**src/rtl/an_page_pkg.sv**
```systemverilog
package an_page_pkg;

   typedef struct packed {
      logic page_rcvd;
      logic lp_np_able;
      logic rx_is_base;
   } an_stat_t;

   function automatic bit bit_ok(int pos, int width);
      return (pos >= 0) && (pos < width);
   endfunction

endpackage

```
**src/rtl/an_rx_capture.sv**
```systemverilog
module an_rx_capture #(
   parameter int DW    = 16,
   parameter int B_NP  = 15
) (
   input  logic          clk,
   input  logic          rst_n,
   input  logic          stb,
   input  logic [DW-1:0] word,
   input  logic          is_base,
   input  logic          restart,
   input  logic          loc_np_able,
   output logic [DW-1:0] base_word,
   output logic [DW-1:0] np_word,
   output logic          acc_base,
   output logic          acc_np,
   output logic          exch_ok
);
   logic lp_base_np_q;

   assign exch_ok  = loc_np_able & lp_base_np_q;
   assign acc_base = stb & is_base & ~restart;
   assign acc_np   = stb & ~is_base & ~restart & exch_ok;

   always_ff @(posedge clk or negedge rst_n) begin
      if (!rst_n) begin
         base_word    <= '0;
         np_word      <= '0;
         lp_base_np_q <= 1'b0;
      end else begin
         if (restart) lp_base_np_q <= 1'b0;
         else if (acc_base) lp_base_np_q <= word[B_NP];
         if (acc_base) base_word <= word;
         if (acc_np) np_word <= word;
      end
   end
endmodule

```
**src/rtl/an_sticky_status.sv**
```systemverilog
module an_sticky_status
   import an_page_pkg::*;
(
   input  logic     clk,
   input  logic     rst_n,
   input  logic     acc_base,
   input  logic     acc_np,
   input  logic     base_np_bit,
   input  logic     rd_clear,
   input  logic     restart,
   output an_stat_t stat
);
   an_stat_t stat_q, stat_n;

   always_comb begin
      stat_n = stat_q;
      if (restart) begin
         stat_n = '0;
      end else begin
         if (rd_clear) begin
            stat_n.page_rcvd  = 1'b0;
            stat_n.lp_np_able = 1'b0;
         end
         if (acc_base || acc_np) stat_n.page_rcvd = 1'b1;
         if (acc_base && base_np_bit) stat_n.lp_np_able = 1'b1;
         if (acc_base) stat_n.rx_is_base = 1'b1;
         else if (acc_np) stat_n.rx_is_base = 1'b0;
      end
   end

   always_ff @(posedge clk or negedge rst_n) begin
      if (!rst_n) stat_q <= '0;
      else        stat_q <= stat_n;
   end

   assign stat = stat_q;
endmodule

```
**src/rtl/an_tx_np.sv**
```systemverilog
module an_tx_np #(
   parameter int DW    = 16,
   parameter int B_TOG = 11
) (
   input  logic          clk,
   input  logic          rst_n,
   input  logic          wr,
   input  logic [DW-1:0] wdata,
   input  logic          taken,
   input  logic          restart,
   input  logic          loc_tog,
   output logic [DW-1:0] stored,
   output logic [DW-1:0] tx_word,
   output logic          pending
);
   logic first_q, tog_q, tog_cur, take_ok;

   assign tog_cur = first_q ? ~loc_tog : tog_q;
   assign take_ok = taken & pending;

   always_comb begin
      tx_word        = stored;
      tx_word[B_TOG] = tog_cur;
   end

   always_ff @(posedge clk or negedge rst_n) begin
      if (!rst_n) begin
         stored  <= '0;
         pending <= 1'b0;
         first_q <= 1'b1;
         tog_q   <= 1'b0;
      end else begin
         if (wr) stored <= wdata;
         if (wr) pending <= 1'b1;
         else if (take_ok) pending <= 1'b0;
         if (restart) begin
            first_q <= 1'b1;
         end else if (take_ok) begin
            first_q <= 1'b0;
            tog_q   <= ~tog_cur;
         end
      end
   end
endmodule

```
**src/rtl/an_page_regs.sv**
```systemverilog
module an_page_regs
   import an_page_pkg::*;
#(
   parameter int DW        = 16,
   parameter int ADDR_W    = 5,
   parameter int A_LP_BASE = 5,
   parameter int A_STATUS  = 6,
   parameter int A_TX_NP   = 7,
   parameter int A_LP_NP   = 8,
   parameter int A_MIRROR  = 16,
   parameter int B_PRX     = 1,
   parameter int B_LPNP    = 2,
   parameter int B_ISBASE  = 5,
   parameter int B_MIRROR  = 1,
   parameter int B_NP      = 15,
   parameter int B_TOGGLE  = 11
) (
   input  logic              clk,
   input  logic              rst_n,
   input  logic              pg_rx_stb,
   input  logic [DW-1:0]     pg_rx_word,
   input  logic              pg_rx_is_base,
   input  logic              neg_restart,
   input  logic              loc_np_able,
   input  logic              loc_base_toggle,
   input  logic [ADDR_W-1:0] mgmt_addr,
   input  logic              mgmt_rd,
   input  logic              mgmt_wr,
   input  logic [DW-1:0]     mgmt_wdata,
   output logic [DW-1:0]     mgmt_rdata,
   input  logic              np_tx_taken,
   output logic [DW-1:0]     np_tx_word,
   output logic              np_pending,
   output logic              np_exchange_ok
);
   localparam int NREG = 1 << ADDR_W;

   generate
      if (!bit_ok(B_PRX, DW) || !bit_ok(B_LPNP, DW) || !bit_ok(B_ISBASE, DW) ||
          !bit_ok(B_MIRROR, DW) || !bit_ok(B_NP, DW) || !bit_ok(B_TOGGLE, DW)) begin : g_bad_bit
         $error("status or code word bit position outside data width");
      end
      if (!bit_ok(A_LP_BASE, NREG) || !bit_ok(A_STATUS, NREG) || !bit_ok(A_TX_NP, NREG) ||
          !bit_ok(A_LP_NP, NREG) || !bit_ok(A_MIRROR, NREG)) begin : g_bad_addr
         $error("register address outside address space");
      end
      if (B_PRX == B_LPNP || B_PRX == B_ISBASE || B_LPNP == B_ISBASE) begin : g_bad_overlap
         $error("status flag positions overlap");
      end
   endgenerate

   logic          rd_status, wr_txnp;
   logic          acc_base, acc_np;
   logic [DW-1:0] lp_base_word, lp_np_word, tx_stored;
   logic [DW-1:0] status_word, mirror_word;
   an_stat_t      stat;
   logic          prx_q, lpnp_q;

   assign rd_status = mgmt_rd & (mgmt_addr == A_STATUS[ADDR_W-1:0]);
   assign wr_txnp   = mgmt_wr & (mgmt_addr == A_TX_NP[ADDR_W-1:0]);

   an_rx_capture #(.DW(DW), .B_NP(B_NP)) u_rx (
      .clk, .rst_n,
      .stb(pg_rx_stb), .word(pg_rx_word), .is_base(pg_rx_is_base),
      .restart(neg_restart), .loc_np_able,
      .base_word(lp_base_word), .np_word(lp_np_word),
      .acc_base, .acc_np, .exch_ok(np_exchange_ok)
   );

   an_sticky_status u_stat (
      .clk, .rst_n, .acc_base, .acc_np,
      .base_np_bit(pg_rx_word[B_NP]), .rd_clear(rd_status),
      .restart(neg_restart), .stat
   );

   an_tx_np #(.DW(DW), .B_TOG(B_TOGGLE)) u_tx (
      .clk, .rst_n, .wr(wr_txnp), .wdata(mgmt_wdata),
      .taken(np_tx_taken), .restart(neg_restart), .loc_tog(loc_base_toggle),
      .stored(tx_stored), .tx_word(np_tx_word), .pending(np_pending)
   );

   assign prx_q  = stat.page_rcvd;
   assign lpnp_q = stat.lp_np_able;

   for (genvar i = 0; i < DW; i++) begin : g_stat_bits
      if (i == B_PRX) begin : g_prx
         assign status_word[i] = stat.page_rcvd;
      end else if (i == B_LPNP) begin : g_lpnp
         assign status_word[i] = stat.lp_np_able;
      end else if (i == B_ISBASE) begin : g_base
         assign status_word[i] = stat.rx_is_base;
      end else begin : g_zero
         assign status_word[i] = 1'b0;
      end
      if (i == B_MIRROR) begin : g_mir
         assign mirror_word[i] = stat.page_rcvd;
      end else begin : g_mzero
         assign mirror_word[i] = 1'b0;
      end
   end

   always_comb begin
      if      (mgmt_addr == A_LP_BASE[ADDR_W-1:0]) mgmt_rdata = lp_base_word;
      else if (mgmt_addr == A_STATUS[ADDR_W-1:0])  mgmt_rdata = status_word;
      else if (mgmt_addr == A_TX_NP[ADDR_W-1:0])   mgmt_rdata = tx_stored;
      else if (mgmt_addr == A_LP_NP[ADDR_W-1:0])   mgmt_rdata = lp_np_word;
      else if (mgmt_addr == A_MIRROR[ADDR_W-1:0])  mgmt_rdata = mirror_word;
      else                                         mgmt_rdata = '0;
   end
endmodule

```
**config.mk**
```make
export PLATFORM = sky130hd
export DESIGN_NAME = an_page_regs
export DESIGN_NICKNAME = d
export VERILOG_FILES = /design/src/rtl/an_page_pkg.sv /design/src/rtl/an_rx_capture.sv /design/src/rtl/an_sticky_status.sv /design/src/rtl/an_tx_np.sv /design/src/rtl/an_page_regs.sv
export SDC_FILE = /design/constraint.sdc
export NUM_CORES = 1
export LEC_CHECK = 0
export ABC_AREA = 1
export CORE_UTILIZATION = 30
export DETAILED_ROUTE_END_ITERATION = 16
export PLACE_DENSITY_LB_ADDON = 0.1
export SLEW_MARGIN = 20
export SYNTH_ARGS = -nofsm -noshare
export SYNTH_HDL_FRONTEND = slang
export SYNTH_SLANG_ARGS = --single-unit
```
**constraint.sdc**
```tcl
create_clock -name clk -period 1.55 [get_ports clk]
set_input_delay 0.155 -clock clk [delete_from_list [all_inputs] [get_ports clk]]
set_output_delay 0.155 -clock clk [all_outputs]
set_load 0.02 [all_outputs]
```
Word-level counts from Yosys, hierarchy flattened:

Index checks and enable logic that the tools add are counted.

* bits in registers: 55
* bits in latches: 0
* memory bits (writable): 0
* ROM bits: 0
* input port bits: 47
* output and inout bits: 34
* logic and storage cells: 54
* memories kept: 0

* add/subtract/negate cells: 0
* $mul: 0
* div/mod/pow operators: 0
* $lt $le $gt $ge: 0
* eq/ne operators: 5
* shifts and indexed selects: 0
* mux-type cells: 17
* bitwise gates (word level): 13
* reduce and logical (&&, ||, !) cells: 9

Operators by type and width (number)
* two-way mux 16 bit: 4
* equality test 5 x 3 -> 1 bit, second input constant: 3
* two-way mux 1 bit: 10
* bitwise AND 1 bit: 9
* nonzero test 3 bit: 3
* nonzero test 2 bit: 3
* equality test 5 x 4 -> 1 bit, second input constant: 1
* equality test 5 bit, second input constant: 1
* two-way mux 2 bit: 2
* NOT 1 bit: 4
* two-way mux 3 bit: 1
* AND reduction 2 bit: 1
* logical AND 1 bit: 1
* logical OR 1 bit: 1

Depth between registers and ports, before layout:

* depth in word-level cells: 7
* mapped depth: 7
* depth with buffers taken out: 6

By module:

From an unflattened synthesis, not the netlist that was laid out.

* cell total of the unflattened synthesis: 358
* area, all modules: 2921.6 um2

By module, submodules not included
* an_rx_capture: times used 1, cells an instance 147, area each 1370.1 um2, seq. area each 825.8 um2
* an_tx_np: times used 1, cells an instance 99, area each 884.6 um2, seq. area each 476.7 um2
* an_page_regs: times used 1, cells an instance 98, area each 543.0 um2, seq. area each 0.0 um2
* an_sticky_status: times used 1, cells an instance 14, area each 123.9 um2, seq. area each 75.1 um2

Worst setup path before layout:

Ideal clock, no wire load.

* path type: input-to-output
* start: in mgmt_addr[3]
* end: out mgmt_rdata[0]
* arrival time: 1033 ps
* required time: 1395 ps
* setup slack: 362 ps
* stages: 6
* buffers on the path: 1
* cell sequence: inv_1 nand2_1 nor3_4 buf_2 nand2_1 nand3_1

* longest elaborated chain between the ends: 5
* elaborated cells between the ends (all ways): 8
* those cells by class: eq/ne (4); mux (4)

Ends and longest elaborated chain
* from (decl): RTL line an_page_regs.sv:26 `input logic [ADDR_W-1:0] mgmt_addr,`
* equality test 5 x 4 -> 1 bit: RTL line an_page_regs.sv:106 `else if (mgmt_addr == A_LP_NP[ADDR_W-1:0]) mgmt_rdata = lp_np_word;`
* two-way mux 16 bit: RTL line an_page_regs.sv:106
* two-way mux 16 bit: RTL line an_page_regs.sv:105 `else if (mgmt_addr == A_TX_NP[ADDR_W-1:0]) mgmt_rdata = tx_stored;`
* two-way mux 16 bit: RTL line an_page_regs.sv:104 `else if (mgmt_addr == A_STATUS[ADDR_W-1:0]) mgmt_rdata = status_word;`
* two-way mux 16 bit (*): RTL line an_page_regs.sv:103 `if (mgmt_addr == A_LP_BASE[ADDR_W-1:0]) mgmt_rdata = lp_base_word;`
* to (decl): RTL line an_page_regs.sv:30 `output logic [DW-1:0] mgmt_rdata,`

Mark *: on every way between the ends. The rest lies on a longest branch, timed or not.

Worst setup path in the final report:

* start: reg u_tx.stored[8]
* end: out np_tx_word[8]

RTL lines
* from (decl): RTL line an_tx_np.sv:12 `output logic [DW-1:0] stored,`
* from (signal assigned): RTL line an_tx_np.sv:33 `if (wr) stored <= wdata;`
* to (decl): RTL line an_page_regs.sv:32 `output logic [DW-1:0] np_tx_word,`

No word-level cell between the ends.

==> results.json <==
{
  "status": "finished, final reports clean",
  "cts_root_buf": "clkbuf_8",
  "crit_type": "flop to primary output",
  "synth_ff_type": "dfrtp_1",
  "netlist_instances": 338,
  "async_flop_share_pct": 100,
  "cp_top_family": "buffers and inverters",
  "clock_sinks": 55,
  "synth_common_cells": "nand2_1, dfrtp_1, nand3_1",
  "crit_buf_inv": 1,
  "synth_top_family_by_area": "simple AND/OR/NAND/NOR gates",
  "post-place-ws_ps": -582,
  "yosysTopAreaCell": "dfrtp_1",
  "rsz0062_at_grt": "true",
  "setup_viol": 0,
  "tightest_slew_ps": 519,
  "top_layer_used": "met4",
  "antenna_found_initial": 0,
  "core_um2": 8720,
  "grt_pass1_vias": 2506,
  "n_antenna_cell": 0,
  "period_needed_ps": 1500,
  "vias": 2483,
  "post_drt_via_cell_ratio": 4.70,
  "ys_ff_latch": 55,
  "synthAdderAreaFrac_pct": 0,
  "slowest_stage": "clkdlybuf4s50_1",
  "yosys-top-cells-area": "dfrtp_1, nand2_1, nand3_1",
  "synth-xor-area-share_pct": 0,
  "drv_cap": 0,
  "stdcell_area_um2": 3890,
  "crit_path_max_fanout": 3,
  "place_area_um2": 3690,
  "grt_pass1_wl_mm": 13.0,
  "drc": 0,
  "htreeDepth": 2,
  "yosysSeqAreaShare_pct": 50.8,
  "drive_gt1_share_pct": 16.4,
  "relSlewSlack_pct": 65.4,
  "dp_hpwl_mm": 5.50,
  "drt_iter0_markers": 193,
  "place_congestion": 0.811,
  "ant_nets": 0,
  "io_pins": 81,
  "sequentialPowerShare_pct": 50.6,
  "row_count": 34,
  "end_kind": "primary output",
  "nFillCells": 884,
  "yosysUniqueCellTypes": 21,
  "route.met2.wl_mm": 3.52,
  "final_util_pct": 44.6,
  "clk_path_buf_depth": 2,
  "areaGrowthSynthToFinish_pct": 43.4,
  "cts_buffers": 5,
  "p_leak_nw": 1.93,
  "internal_power_mw": 2.59,
  "fin_crit_sh_pct": 96.9,
  "swShare_pct": 29.7,
  "fmax_mhz": 666,
  "yosys_warnings": 0,
  "synth_fp_nets": 385,
  "pwr-share-comb_pct": 22.6,
  "netlist.area_leader.share_pct": 49.9,
  "cp_cell_sequence": "clkdlybuf4s50_1",
  "syn_avg_cell_area_um2": 8.02,
  "layout.nets": 466,
  "synth_edf_count": 0,
  "cpPeakStageDelay_ps": 620,
  "critPathLaunchType": "flop",
  "start_util_pct": 31.1,
  "synthSimpleGateAreaFrac_pct": 31.2,
  "clkSlewWorstSetupHoldPaths_ps": 100,
  "hold_viol": 0,
  "power_density_nw_per_um2": 947,
  "clk_latency_ps": 310,
  "synth.most_common_cell": "nand2_1",
  "dieHeight_um": 97.0,
  "drt_wl_total_mm": 7.70,
  "wl_per_cell_um": 14.6,
  "synth_mux_area_share_pct": 0,
  "synth_compound_area_share_pct": 6.65,
  "finClkSkew_ps": 7.37,
  "grt-ovfl-total": 0,
  "arrival_ps": 1350,
  "crit_required_ps": 1390,
  "placement.io_buffers": 80,
  "drv_slew": 0,
  "vdd_ir_drop_max_mv": 0.528,
  "die_x_um": 97.0,
  "switchingPower_mw": 1.09,
  "hold_path_class": "primary input to async pin",
  "fin_ws_ps": 47.6,
  "grt.total_usage_pct": 17.3,
  "route.met3.wl_um": 321,
  "pwr-share-clk_pct": 26.9,
  "dieArea_um2": 9420,
  "grt_max_degree": 34,
  "syn_area_um2": 2710,
  "setup_tns_ps": 0,
  "m1WireLength_mm": 3.80,
  "dr.pass1.iters": 4,
  "cts_tree": "done"
}
state kept, by name (all words and copies together) (netlist names):
| name | count |
|---|---|
| u_rx.base_word | 16 |
| u_tx.tog_q | 1 |
| u_stat.stat | 3 |
| u_tx.stored | 16 |
| u_tx.pending | 1 |
| u_rx.lp_base_np_q | 1 |
| u_rx.np_word | 16 |
| u_tx.first_q | 1 |
power groups by stage:
stage	Clock (mW)	Combinational, mW	Sequential (mW)
after CTS	1.03	0.838	1.86
after global placement	0	0.817	1.89
final	0.989	0.830	1.86
after floorplan	0	0.502	1.83
after detailed placement	0	0.833	1.89
after global routing	1.09	0.923	1.90
layout by cell type, fill, tap and decap left out:
cell type / instances
nand2_1: 108
clkdlybuf4s50_1: 55
dfrtp_1: 54
o21ai_0: 34
nand3_1: 33
inv_1: 28
nand4_1: 22
buf_4: 13
nor2_1: 8
buf_6: 8
buf_12: 8
buf_2: 7
nor2_2: 5
nand3_2: 5
clkbuf_8: 5
dlygate4sd2_1: 3
clkdlybuf4s15_2: 3
nand2_2: 2
nor3_4: 2
a21oi_1: 2
clkdlybuf4s15_1: 2
clkbuf_2: 2
inv_2: 1
nor2_4: 1
nand2_4: 1
clkinv_4: 1
inv_6: 1
bufinv_16: 1
buf_16: 1
clkbuf_4: 1
dlygate4sd3_1: 1
dlymetal6s2s_1: 1
dfstp_2: 1
cell families after synthesis:
logic type	count (synthesis)
and+or+nand+nor	187
buffers and inverters	60
DFF	55
AOI/OAI and AO/OA	36
per-stage QoR:
| step | hold slack, ps | std cells | total power [mW] |
|---|---|---|---|
| floorplan | -141 | 338 | 2.33 |
| global placement | 152 | 515 | 2.71 |
| detailed placement | 155 | 515 | 2.72 |
| CTS | 354 | 528 | 3.73 |
| global route | 380 | 528 | 3.91 |
| finish | 346 | 528 | 3.68 |
layout make-up:
class                      instances  area [um2]  area share [%]
inverter                          29         109            2.80
tap                              108         135            3.48
sequential                        55        1380            35.4
timing repair buffer             105        1080            27.8
clock buffer                       5        68.8            1.77
clock inverter                     3        47.5            1.22
multi-input combinational        223        1070            27.5
routing by layer:
layer  up-vias  track usage, %
met5         -               0
met4         0            4.02
met3         4            3.11
met2        56            26.5
met1      1173            25.4
li1       1250               -
timing repair:
| item | 4_1_cts | 5_1_grt |
|---|---|---|
| endpoints found under the setup margin | 18 | 15 |
| hold buffers | 1 | 0 |
| buffers inserted | 2 | 0 |
| pin swaps | 2 | 2 |
| resized for setup | 83 | 22 |
| gates cloned | 2 | 0 |
| hold endpoints to repair | 16 | 0 |
path summary, 6_finish.rpt:
| kind | startpoint | endpoint | slack (ps) | depth (start not counted) |
|---|---|---|---|---|
| setup / recovery | u_tx.stored[8] | np_tx_word[8] | 50 | 1 |
| hold / removal | rst_n | u_rx.lp_base_np_q | 350 | 2 |
| setup reg to reg | u_rx.lp_base_np_q | u_rx.np_word[1] | 440 | 6 |
| hold reg to reg | u_tx.stored[11] | u_tx.stored[11] | 490 | 2 |
| max in group asynchronous | rst_n | u_rx.base_word[5] | 570 | 3 |
| min in group clk | mgmt_wdata[13] | u_tx.stored[13] | 370 | 3 |
No activity file was read; power rests on OpenSTA's default activity.
